## config.mk

```make
export PLATFORM = sky130hd
export DESIGN_NAME = panel_timing_gen
export DESIGN_NICKNAME = d
export VERILOG_FILES = /design/src/rtl/ptg_pkg.sv /design/src/rtl/ptg_regs.sv /design/src/rtl/ptg_counters.sv /design/src/rtl/ptg_pixel.sv /design/src/rtl/panel_timing_gen.sv
export SDC_FILE = /design/constraint.sdc
export NUM_CORES = 1
export LEC_CHECK = 0
export ABC_AREA = 1
export BUFFER_PORTS_ARGS = -buffer_cell sky130_fd_sc_hd__buf_2
export CORE_MARGIN = 1.5
export CORE_UTILIZATION = 57
export CTS_CLUSTER_SIZE = 28
export DETAILED_ROUTE_END_ITERATION = 16
export GPL_TIMING_DRIVEN = 0
export HOLD_SLACK_MARGIN = 0.03
export PLACE_DENSITY = 0.79
export SYNTH_ARGS = -nofsm -noshare
export SYNTH_HDL_FRONTEND = slang
export SYNTH_SLANG_ARGS = --single-unit
```

## constraint.sdc

```tcl
create_clock -name clk -period 3.2 [get_ports clk]
set_clock_uncertainty 0.1 [all_clocks]
set_input_delay 0.16 -clock clk [delete_from_list [all_inputs] [get_ports clk]]
set_output_delay 0.16 -clock clk [all_outputs]
set_load 0.1 [all_outputs]
```

## src/rtl/ptg_pkg.sv

```systemverilog
package ptg_pkg;
    localparam int HW = 12;          // line position width
    localparam int FW = 24;          // frame position width
    localparam int PW = 24;          // colour width
    localparam int AW = 6;           // register byte address width
    localparam int IW = AW - 2;      // register index width

    localparam logic [IW-1:0] IDX_RUN    = 4'd0;
    localparam logic [IW-1:0] IDX_LINE   = 4'd1;
    localparam logic [IW-1:0] IDX_FRAME  = 4'd2;
    localparam logic [IW-1:0] IDX_FSYNC  = 4'd3;
    localparam logic [IW-1:0] IDX_DISP_H = 4'd4;
    localparam logic [IW-1:0] IDX_DISP_VS = 4'd5;
    localparam logic [IW-1:0] IDX_DISP_VE = 4'd6;
    localparam logic [IW-1:0] IDX_WIN_H  = 4'd7;
    localparam logic [IW-1:0] IDX_WIN_VS = 4'd8;
    localparam logic [IW-1:0] IDX_WIN_VE = 4'd9;
    localparam logic [IW-1:0] IDX_BORDER = 4'd10;
    localparam logic [IW-1:0] IDX_UFLOW  = 4'd11;
    localparam logic [IW-1:0] IDX_SKEW   = 4'd12;
    localparam logic [IW-1:0] IDX_POL    = 4'd14;

    localparam int HI_LSB = 16;      // upper half-field position
    localparam int FLAG_BIT = 31;    // enable / recovery flag position

    typedef struct packed {
        logic [HW-1:0] line_len;
        logic [HW-1:0] hs_width;
        logic [HW-1:0] hs_skew;
        logic [HW-1:0] disp_x0;
        logic [HW-1:0] disp_x1;
        logic          win_x_on;
        logic [HW-1:0] win_x0;
        logic [HW-1:0] win_x1;
        logic [FW-1:0] frame_len;
        logic [FW-1:0] vs_width;
        logic [FW-1:0] disp_y0;
        logic [FW-1:0] disp_y1;
        logic          win_y_on;
        logic [FW-1:0] win_y0;
        logic [FW-1:0] win_y1;
        logic [PW-1:0] border_col;
        logic [PW-1:0] uflow_col;
        logic          uflow_hold;
        logic [2:0]    invert;
    } tcfg_t;
endpackage

```

## src/rtl/ptg_regs.sv

```systemverilog
module ptg_regs
    import ptg_pkg::*;
(
    input  logic          clk,
    input  logic          rst_n,
    input  logic          we,
    input  logic [AW-1:0] addr,
    input  logic [31:0]   wdata,
    input  logic          load,
    output logic          run,
    output tcfg_t         cfg
);
    typedef struct packed {
        logic  run;
        tcfg_t live;
        tcfg_t work;
    } regs_t;

    regs_t rs_d, rs_q;
    logic [IW-1:0] idx;
    logic unused_wbits;

    assign idx = addr[AW-1:2];
    assign unused_wbits = ^{wdata, addr[1:0]};

    always_comb begin
        rs_d = rs_q;
        if (load) begin
            rs_d.work = rs_q.live;
        end
        if (we) begin
            case (idx)
                IDX_RUN: rs_d.run = wdata[0];
                IDX_LINE: begin
                    rs_d.live.line_len = wdata[HI_LSB +: HW];
                    rs_d.live.hs_width = wdata[0 +: HW];
                end
                IDX_FRAME: rs_d.live.frame_len = wdata[0 +: FW];
                IDX_FSYNC: rs_d.live.vs_width = wdata[0 +: FW];
                IDX_DISP_H: begin
                    rs_d.live.disp_x1 = wdata[HI_LSB +: HW];
                    rs_d.live.disp_x0 = wdata[0 +: HW];
                end
                IDX_DISP_VS: rs_d.live.disp_y0 = wdata[0 +: FW];
                IDX_DISP_VE: rs_d.live.disp_y1 = wdata[0 +: FW];
                IDX_WIN_H: begin
                    rs_d.live.win_x_on = wdata[FLAG_BIT];
                    rs_d.live.win_x1   = wdata[HI_LSB +: HW];
                    rs_d.live.win_x0   = wdata[0 +: HW];
                end
                IDX_WIN_VS: begin
                    rs_d.live.win_y_on = wdata[FLAG_BIT];
                    rs_d.live.win_y0   = wdata[0 +: FW];
                end
                IDX_WIN_VE: rs_d.live.win_y1 = wdata[0 +: FW];
                IDX_BORDER: rs_d.live.border_col = wdata[0 +: PW];
                IDX_UFLOW: begin
                    rs_d.live.uflow_hold = wdata[FLAG_BIT];
                    rs_d.live.uflow_col  = wdata[0 +: PW];
                end
                IDX_SKEW: rs_d.live.hs_skew = wdata[0 +: HW];
                IDX_POL: rs_d.live.invert = wdata[2:0];
                default: ;
            endcase
        end
    end

    always_ff @(posedge clk or negedge rst_n) begin
        if (!rst_n) begin
            rs_q <= '0;
        end else begin
            rs_q <= rs_d;
        end
    end

    assign run = rs_q.run;
    assign cfg = rs_q.work;
endmodule

```

## src/rtl/ptg_counters.sv

```systemverilog
module ptg_counters
    import ptg_pkg::*;
(
    input  logic          clk,
    input  logic          rst_n,
    input  logic          run,
    input  logic [HW-1:0] line_len,
    input  logic [FW-1:0] frame_len,
    output logic [HW-1:0] lpos,
    output logic [FW-1:0] fpos,
    output logic          fwrap
);
    localparam logic [HW:0] ONE_H = {{HW{1'b0}}, 1'b1};
    localparam logic [FW:0] ONE_F = {{FW{1'b0}}, 1'b1};

    typedef struct packed {
        logic [HW-1:0] lpos;
        logic [FW-1:0] fpos;
    } cnt_t;

    cnt_t cn_d, cn_q;
    logic [HW:0] lnext;
    logic [FW:0] fnext;
    logic        lwrap;

    assign lnext = {1'b0, cn_q.lpos} + ONE_H;
    assign fnext = {1'b0, cn_q.fpos} + ONE_F;
    assign lwrap = lnext >= {1'b0, line_len};
    assign fwrap = run && (fnext >= {1'b0, frame_len});

    always_comb begin
        cn_d = cn_q;
        if (!run) begin
            cn_d = '0;
        end else if (fwrap) begin
            cn_d = '0;
        end else begin
            cn_d.fpos = fnext[FW-1:0];
            cn_d.lpos = lwrap ? '0 : lnext[HW-1:0];
        end
    end

    always_ff @(posedge clk or negedge rst_n) begin
        if (!rst_n) begin
            cn_q <= '0;
        end else begin
            cn_q <= cn_d;
        end
    end

    assign lpos = cn_q.lpos;
    assign fpos = cn_q.fpos;
endmodule

```

## src/rtl/ptg_pixel.sv

```systemverilog
module ptg_pixel
    import ptg_pkg::*;
(
    input  logic          clk,
    input  logic          rst_n,
    input  logic          run,
    input  logic [HW-1:0] lpos,
    input  logic [FW-1:0] fpos,
    input  logic          fwrap,
    input  tcfg_t         cfg,
    input  logic          pix_valid,
    input  logic [PW-1:0] pix_data,
    output logic          pix_ready,
    output logic          hsync,
    output logic          vsync,
    output logic          de,
    output logic [PW-1:0] rgb
);
    typedef struct packed {
        logic          hs;
        logic          vs;
        logic          de;
        logic [PW-1:0] rgb;
        logic          lock;
    } pix_t;

    pix_t px_d, px_q;
    logic [HW:0] hs_end;
    logic hs_raw, vs_raw, in_x, in_y, de_raw, win_x, win_y, active;
    logic unused_cfg;

    assign unused_cfg = ^{cfg.line_len, cfg.frame_len};
    assign hs_end = {1'b0, cfg.hs_skew} + {1'b0, cfg.hs_width};

    always_comb begin
        hs_raw = run && (lpos >= cfg.hs_skew) && ({1'b0, lpos} < hs_end);
        vs_raw = run && (fpos < cfg.vs_width);
        in_x   = (lpos >= cfg.disp_x0) && (lpos <= cfg.disp_x1);
        in_y   = (fpos >= cfg.disp_y0) && (fpos <= cfg.disp_y1);
        de_raw = run && in_x && in_y;
        win_x  = cfg.win_x_on ? ((lpos >= cfg.win_x0) && (lpos <= cfg.win_x1)) : in_x;
        win_y  = cfg.win_y_on ? ((fpos >= cfg.win_y0) && (fpos <= cfg.win_y1)) : in_y;
        active = de_raw && win_x && win_y;
    end

    assign pix_ready = active && !px_q.lock;

    always_comb begin
        px_d    = px_q;
        px_d.hs = hs_raw ^ cfg.invert[0];
        px_d.vs = vs_raw ^ cfg.invert[1];
        px_d.de = de_raw ^ cfg.invert[2];
        if (!de_raw) begin
            px_d.rgb = '0;
        end else if (!active) begin
            px_d.rgb = cfg.border_col;
        end else if (px_q.lock || !pix_valid) begin
            px_d.rgb = cfg.uflow_col;
        end else begin
            px_d.rgb = pix_data;
        end
        if (!run || fwrap) begin
            px_d.lock = 1'b0;
        end else if (active && !px_q.lock && !pix_valid && cfg.uflow_hold) begin
            px_d.lock = 1'b1;
        end
    end

    always_ff @(posedge clk or negedge rst_n) begin
        if (!rst_n) begin
            px_q <= '0;
        end else begin
            px_q <= px_d;
        end
    end

    assign hsync = px_q.hs;
    assign vsync = px_q.vs;
    assign de    = px_q.de;
    assign rgb   = px_q.rgb;
endmodule

```

## src/rtl/panel_timing_gen.sv

```systemverilog
module panel_timing_gen
    import ptg_pkg::*;
(
    input  logic          clk,
    input  logic          rst_n,
    input  logic          reg_we,
    input  logic [5:0]    reg_addr,
    input  logic [31:0]   reg_wdata,
    input  logic          pix_valid,
    input  logic [23:0]   pix_data,
    output logic          pix_ready,
    output logic          lcd_hsync,
    output logic          lcd_vsync,
    output logic          lcd_de,
    output logic [23:0]   lcd_rgb
);
    logic          run;
    logic          fwrap;
    logic [HW-1:0] lpos;
    logic [FW-1:0] fpos;
    tcfg_t         cfg_work;

    ptg_regs u_regs (
        .clk   (clk),
        .rst_n (rst_n),
        .we    (reg_we),
        .addr  (reg_addr),
        .wdata (reg_wdata),
        .load  (!run || fwrap),
        .run   (run),
        .cfg   (cfg_work)
    );

    ptg_counters u_cnt (
        .clk       (clk),
        .rst_n     (rst_n),
        .run       (run),
        .line_len  (cfg_work.line_len),
        .frame_len (cfg_work.frame_len),
        .lpos      (lpos),
        .fpos      (fpos),
        .fwrap     (fwrap)
    );

    ptg_pixel u_pix (
        .clk       (clk),
        .rst_n     (rst_n),
        .run       (run),
        .lpos      (lpos),
        .fpos      (fpos),
        .fwrap     (fwrap),
        .cfg       (cfg_work),
        .pix_valid (pix_valid),
        .pix_data  (pix_data),
        .pix_ready (pix_ready),
        .hsync     (lcd_hsync),
        .vsync     (lcd_vsync),
        .de        (lcd_de),
        .rgb       (lcd_rgb)
    );
endmodule

```

Yosys cells after proc, flatten, opt, wreduce, memory -nomap -nowiden

Index checks and enable logic that the tools add are counted.

Bits in registers: 629
Input port bits: 66
Logic and storage cells: 124

$add $sub $neg: 3
Magnitude comparators: 13
Eq/ne operators: 13
Mux-type cells: 10
Bitwise logic cells: 3
Reduce and logical (&&, ||, !) cells: 36

Operators by type and width:

| cell                  | number |
|---|---|
| $mux 24               | 3 |
| $mux 36               | 2 |
| $ge 24x24->1          | 2 |
| $le 24x24->1          | 2 |
| $ge 12x12->1          | 3 |
| $reduce_and 2->1      | 14 |
| $add 24x1->25 const B | 1 |
| $ge 25x24->1          | 1 |
| $eq 4x4->1 const B    | 6 |
| $le 12x12->1          | 2 |
| $lt 24x24->1          | 1 |
| $eq 4x3->1 const B    | 4 |
| $logic_and 1x1->1     | 15 |
| $add 12x1->13 const B | 1 |
| $add 12x12->13        | 1 |
| $ge 13x12->1          | 1 |
| $lt 12x13->1          | 1 |
| $mux 12               | 1 |
| $eq 4x2->1 const B    | 2 |
| $eq 4x1->1 const B    | 1 |
| $logic_not 4->1       | 1 |
| $mux 1                | 4 |
| $logic_not 1->1       | 3 |
| $xor 1x1->1           | 3 |
| other kinds (2)       | 3 |

Depth between registers and ports, before layout

Depth in word-level cells: 11
Gate-level depth with buffers: 25
Mapped depth without buffers: 23

Hierarchy

Synthesis repeated with hierarchy kept, for this count alone.

Cells, all modules: 3849
Area, all modules: 34320.4 µm²

By module, submodules not included:

| module           | times used | cells each | area an instance (µm²) |
|---|---|---|---|
| ptg_regs         | 1          | 2244       | 23719.0 |
| ptg_pixel        | 1          | 1101       | 7206.9 |
| ptg_counters     | 1          | 502        | 3387.0 |
| panel_timing_gen | 1          | 2          | 7.5 |

Worst setup path before layout

OpenSTA, ideal clock, no wires.

Path type: register to output
Start point: register u_cnt.cn_q (netlist bit u_cnt.lpos[10])
End point: output port pix_ready
Arrival time: 3.240 ns
Path slack: -0.300 ns
Cell stages (with the launch flop): 16
Cells stage by stage: dfrtp_1 -> ha_1 -> nand2_1 -> nor2_1 -> nand2_1 -> nor2_1 -> nand2_1 -> nand4_1 -> nand2_1 -> nor2_2 -> nand3_1 -> nor2_1 -> nand2_1 -> buf_2 -> buf_6 -> nor2_1

Word-level cells in the longest chain between the ends: 7
Elaborated cells on any way between the ends: 12

Ends and longest elaborated chain:

| element                                      | RTL line               | text |
|---|---|---|
| from (decl)                                  | ptg_counters.sv:21     | `cnt_t cn_d, cn_q;` |
| from (signal assigned)                       | ptg_counters.sv:47     | `cn_q <= cn_d;` |
| $ge 12x12->1 or $le 12x12->1 (tied branches) | ptg_pixel.sv:38        | `in_x = (lpos >= cfg.disp_x0) && (lpos <= cfg.disp_x1);` |
| $logic_and 1x1->1                            | ptg_pixel.sv:38        |  |
| $logic_and 1x1->1 (2 in a row)               | ptg_pixel.sv:40        | `de_raw = run && in_x && in_y;` |
| $logic_and 1x1->1 (*) (2 in a row)           | ptg_pixel.sv:43        | `active = de_raw && win_x && win_y;` |
| $logic_and 1x1->1 (*)                        | ptg_pixel.sv:46        | `assign pix_ready = active && !px_q.lock;` |
| to (decl)                                    | panel_timing_gen.sv:11 | `output logic pix_ready,` |

Mark *: on every way between the ends. The rest lies on a longest branch, timed or not.

Worst setup path after layout

Start point: register u_cnt.cn_q (netlist bit u_cnt.fpos[0])
End point: register u_regs.rs_q (netlist bit u_regs.cfg[27])

Word-level cells in the longest chain between the ends: 4

Ends and longest elaborated chain:

| element              | RTL line               | text |
|---|---|---|
| $add 24x1->25        | ptg_counters.sv:27     | `assign fnext = {1'b0, cn_q.fpos} + ONE_F;` |
| $ge 25x24->1         | ptg_counters.sv:29     | `assign fwrap = run && (fnext >= {1'b0, frame_len});` |
| $logic_and 1x1->1    | ptg_counters.sv:29     |  |
| $logic_or 1x1->1     | panel_timing_gen.sv:29 | `.load (!run \|\| fwrap),` |
| to (signal assigned) | ptg_regs.sv:72         | `rs_q <= rs_d;` |
| to (decl)            | ptg_regs.sv:19         | `regs_t rs_d, rs_q;` |

No other way between the ends.
A chain may end at the register's enable or synchronous reset.

==> qor.csv <==
metric;value;unit
critPathArrivalTime;4320;ps
power-per-cell-area;716.7;nW/um^2
r2r-end;u_regs.cfg[27];
yosysUniqueCellTypes;37;
crit_top_cell;nor2_4;
filler_cell_count;3515;
p_sw;0.008989;W
status;finished with violations;
required;3640;ps
synth_top_area_share;51.96;%
critPathCapture;u_regs.cfg[27];
synth_area;30290;sq um
critPathKind;reg2reg;
multi_input_area;12960;sq um
slowest_delay;450;ps
rows;84;
setup_viol;321;
wl_per_cell;21.65;microns
dr.pass1.iters;6;
cp_cell_sequence;ha_4 > nand2_4 > nor2_4 > nand3_4 > nor2_4 > nand3_4 > nor2_4 > nand2_4 > buf_4 > xnor2_2 > ha_1 > nand2_1 > nor4_1 > nand3_1 > nand3_2 > nor2_4 > nand2_8 > buf_12 > clkbuf_16 > clkbuf_16 > nand2_1 > o21ai_1;
syn_avg_cell_area;8.660;sq um
violations;max-capacitance violations, max-slew violations, negative setup slack;
antenna_found_initial;4;
r2r_slack;-680;ps
setup_ws;-681.6;ps
p_seq_share;41.1;%
portBuffers;87;
chipWidth;233.5;microns
maxCapViolCount;6;
grt_usage;34.48;%
grt_setup_unrepaired;yes;
yosysTopAreaCell;dfrtp_1;
dieArea;54530;sq um
clock_sinks;629;
grt_start_max_net_pins;123;
num_vias;26320;
synth_top_family_by_area;simple AND/OR/NAND/NOR gates;
vdd_drop_max;0.5209;mV
dp_hpwl;58010;microns
clockBufferDepth;3;
cts_tree;built;
yosys.area_share.simple;16.51;%
cts-root-buf;clkbuf_16;
nets;4101;
ys_ff_latch;629;
ant_nets;0;
startpoint_type;flip-flop;
grt_pass1_vias;25310;
synth_nets;3805;
r2r-start;u_cnt.fpos[0];
place_inst;4278;
synth_cells;3498;
cp_slowest_cell;dfrtp_2;
drive_gt1_share;16.28;%
fmax;257.6;MHz
period_needed;3882;ps
end_kind;flip-flop;
ff2ff_path_depth;22;
syn2layout_area_growth;23.03;%
dp_slack;-1237;ps
synth_compound_area_share;12.19;%
synthMuxAreaShare;0;%
seq_area;15800;sq um
drc;0;
numCtsBuffers;66;
worst_slew_pin_slew;1610;ps
drt_iter0_drc;2813;
cts-htree-levels;3;
finalNonFillerCells;4530;
place.gp.congestion;0.8999;
clk_latency;630;ps
slew_violations;66;
worstPathMaxFanout;7;
pwr-share-comb;28.9;%
yosys_warnings;0;
gr-total-overflow;0;
ys_seq_area_share;51.96;%
io_pins;94;
synth_fa_ha_area_share;9.979;%
viasPerCell;5.811;
postRouteWirelength;98060;microns
p_leak;19.15;nW
core-area;52550;sq um
synth_xor_xnor_area_share;0.9542;%
relSlewSlack;-7.331;%
post-route-period-util;121.3;%
grt_first_pass_wirelength;141100;microns
fin_util;70.92;%
p_clk_share;30.0;%
switching_share;33.65;%
ys_top_cells_by_area;dfrtp_1 (52%), ha_1 (9.9%), nand2_1 (9.4%), o21ai_0 (6.2%), inv_1 (5.4%);
start_util;57.64;%
hold_class;in2async;
intPower;0.01772;W
clkTransAtPathRegs;70;ps
fp.dieH;233.5;microns
finalHoldViolCount;0;
startpoint;u_cnt.fpos[0];
[power by group through the flow]
stage | combinational, W | clock (W) | sequential [W]
detailed placement | 0.00606 | 0 | 0.0110
CTS | 0.00673 | 0.00796 | 0.0108
floorplan | 0.00428 | 0 | 0.0108
global placement | 0.00577 | 0 | 0.0109
global route | 0.00856 | 0.00833 | 0.0112
finish | 0.00773 | 0.00801 | 0.0110
[metal layers]
metal	vias to the layer above	GRT usage [%]	part of all wire, %
met4	2	20.25	7.2
met2	1388	55.03	47
met1	12730	43.88	37
met3	469	6.555	9.4
li1	11740	-	-
met5	-	0	0.013
[layout by cell type, fill, tap and decap left out, types with 15 or more instances in the layout]
cell	count
nand2_4	29
nor2_1	362
nor2_4	15
clkbuf_16	88
buf_2	90
o21ai_1	94
o21ai_2	41
ha_1	229
buf_4	80
nand4_1	35
xor2_1	18
a21oi_1	290
dfrtp_1	593
nand3_1	38
nand2_2	67
dfrtp_2	31
nand2_1	664
dlygate4sd3_1	56
clkbuf_8	29
inv_1	434
buf_8	18
clkbuf_1	92
buf_12	25
o21ai_0	258
nor2_2	15
[worst min-delay path by stage]
stage	start	end
floorplan	rst_n	u_cnt.fpos[0]
global placement	u_regs.rs_q[516]	u_regs.cfg[234]
detailed placement	rst_n	u_regs.cfg[266]
CTS	reg_addr[3]	u_regs.rs_q[284]
global route	rst_n	u_regs.cfg[263]
finish	rst_n	u_regs.cfg[266]
[area by class of cell]
class                      count  share of cell area, %
antenna                        2                0.01343
buffer                       178                  4.036
clock buffer                  96                  5.389
clock inverter                18                 0.5976
inverter                     440                  4.472
multi-input combinational   2250                  34.79
sequential                   629                  42.39
tap                          688                  2.310
timing repair buffer         229                  6.006
[sequential cells by signal, indices dropped and copies added (netlist names)]
| name | flops |
|---|---|
| u_pix.rgb | 24 |
| u_regs.run | 1 |
| u_pix.hsync | 1 |
| u_regs.rs_q | 282 |
| u_cnt.lpos | 12 |
| u_pix.vsync | 1 |
| u_cnt.fpos | 24 |
| u_regs.cfg | 282 |
| u_pix.px_q | 1 |
| u_pix.de | 1 |
[repair_timing]
item | 4_1_cts | 5_1_grt
endpoints found under the hold margin | 181 | 0
setup buffers | 33 | 26
gates cloned | 3 | 19
setup endpoints to repair | 331 | 332
pin swaps | 21 | 43
resized for setup | 275 | 277
hold buffers | 56 | 0
[stage by stage]
stage               hold WS [ps]  area, sq um  setup TNS, ps  power (W)
finish                     71.21        37270        -180210    0.02671
floorplan                 -235.6        30390         -27620    0.01509
global placement           352.4        31690       -7233600    0.01668
global route               155.1        37260        -207600    0.02804
detailed placement         153.9        31830        -337310    0.01702
CTS                        52.44        35750        -150110    0.02554
[synth_stat cells]
cell type	instances
nand2_1	755
dfrtp_1	629
inv_1	438
nor2_1	377
o21ai_0	373
a21oi_1	293
ha_1	240
clkbuf_1	107
nand3_1	47
buf_2	36
nand4_1	35
buf_4	26
xor2_1	26
nor2_2	14
nor3_1	12
o21ai_1	10
o21ai_2	10
buf_6	9
o21bai_1	8
a21o_1	7
xnor2_1	7
nand2_2	6
o211ai_1	5
and2_1	4
a211oi_1	3
o21a_1	3
or2_2	3
inv_2	2
nand3b_1	2
nor3_2	2
nor4_1	2
o2111ai_1	2
buf_8	1
fa_1	1
nand2_4	1
nor2_4	1
o221ai_1	1
[cells by family after synthesis]
family          after synthesis
buf+inv                     619
simple gates               1261
xor+xnor                     33
flops                       629
compound gates              715
fa+ha+maj                   241
[critical path: cells and delay by family, from the launching register on]
family	cells	cell delay [ps]
buf+inv	4	690
flops	1	450
compound gates	1	80
simple gates	14	1790
xor+xnor	1	140
fa+ha+maj	2	510
No activity file was read; power rests on OpenSTA's default activity.
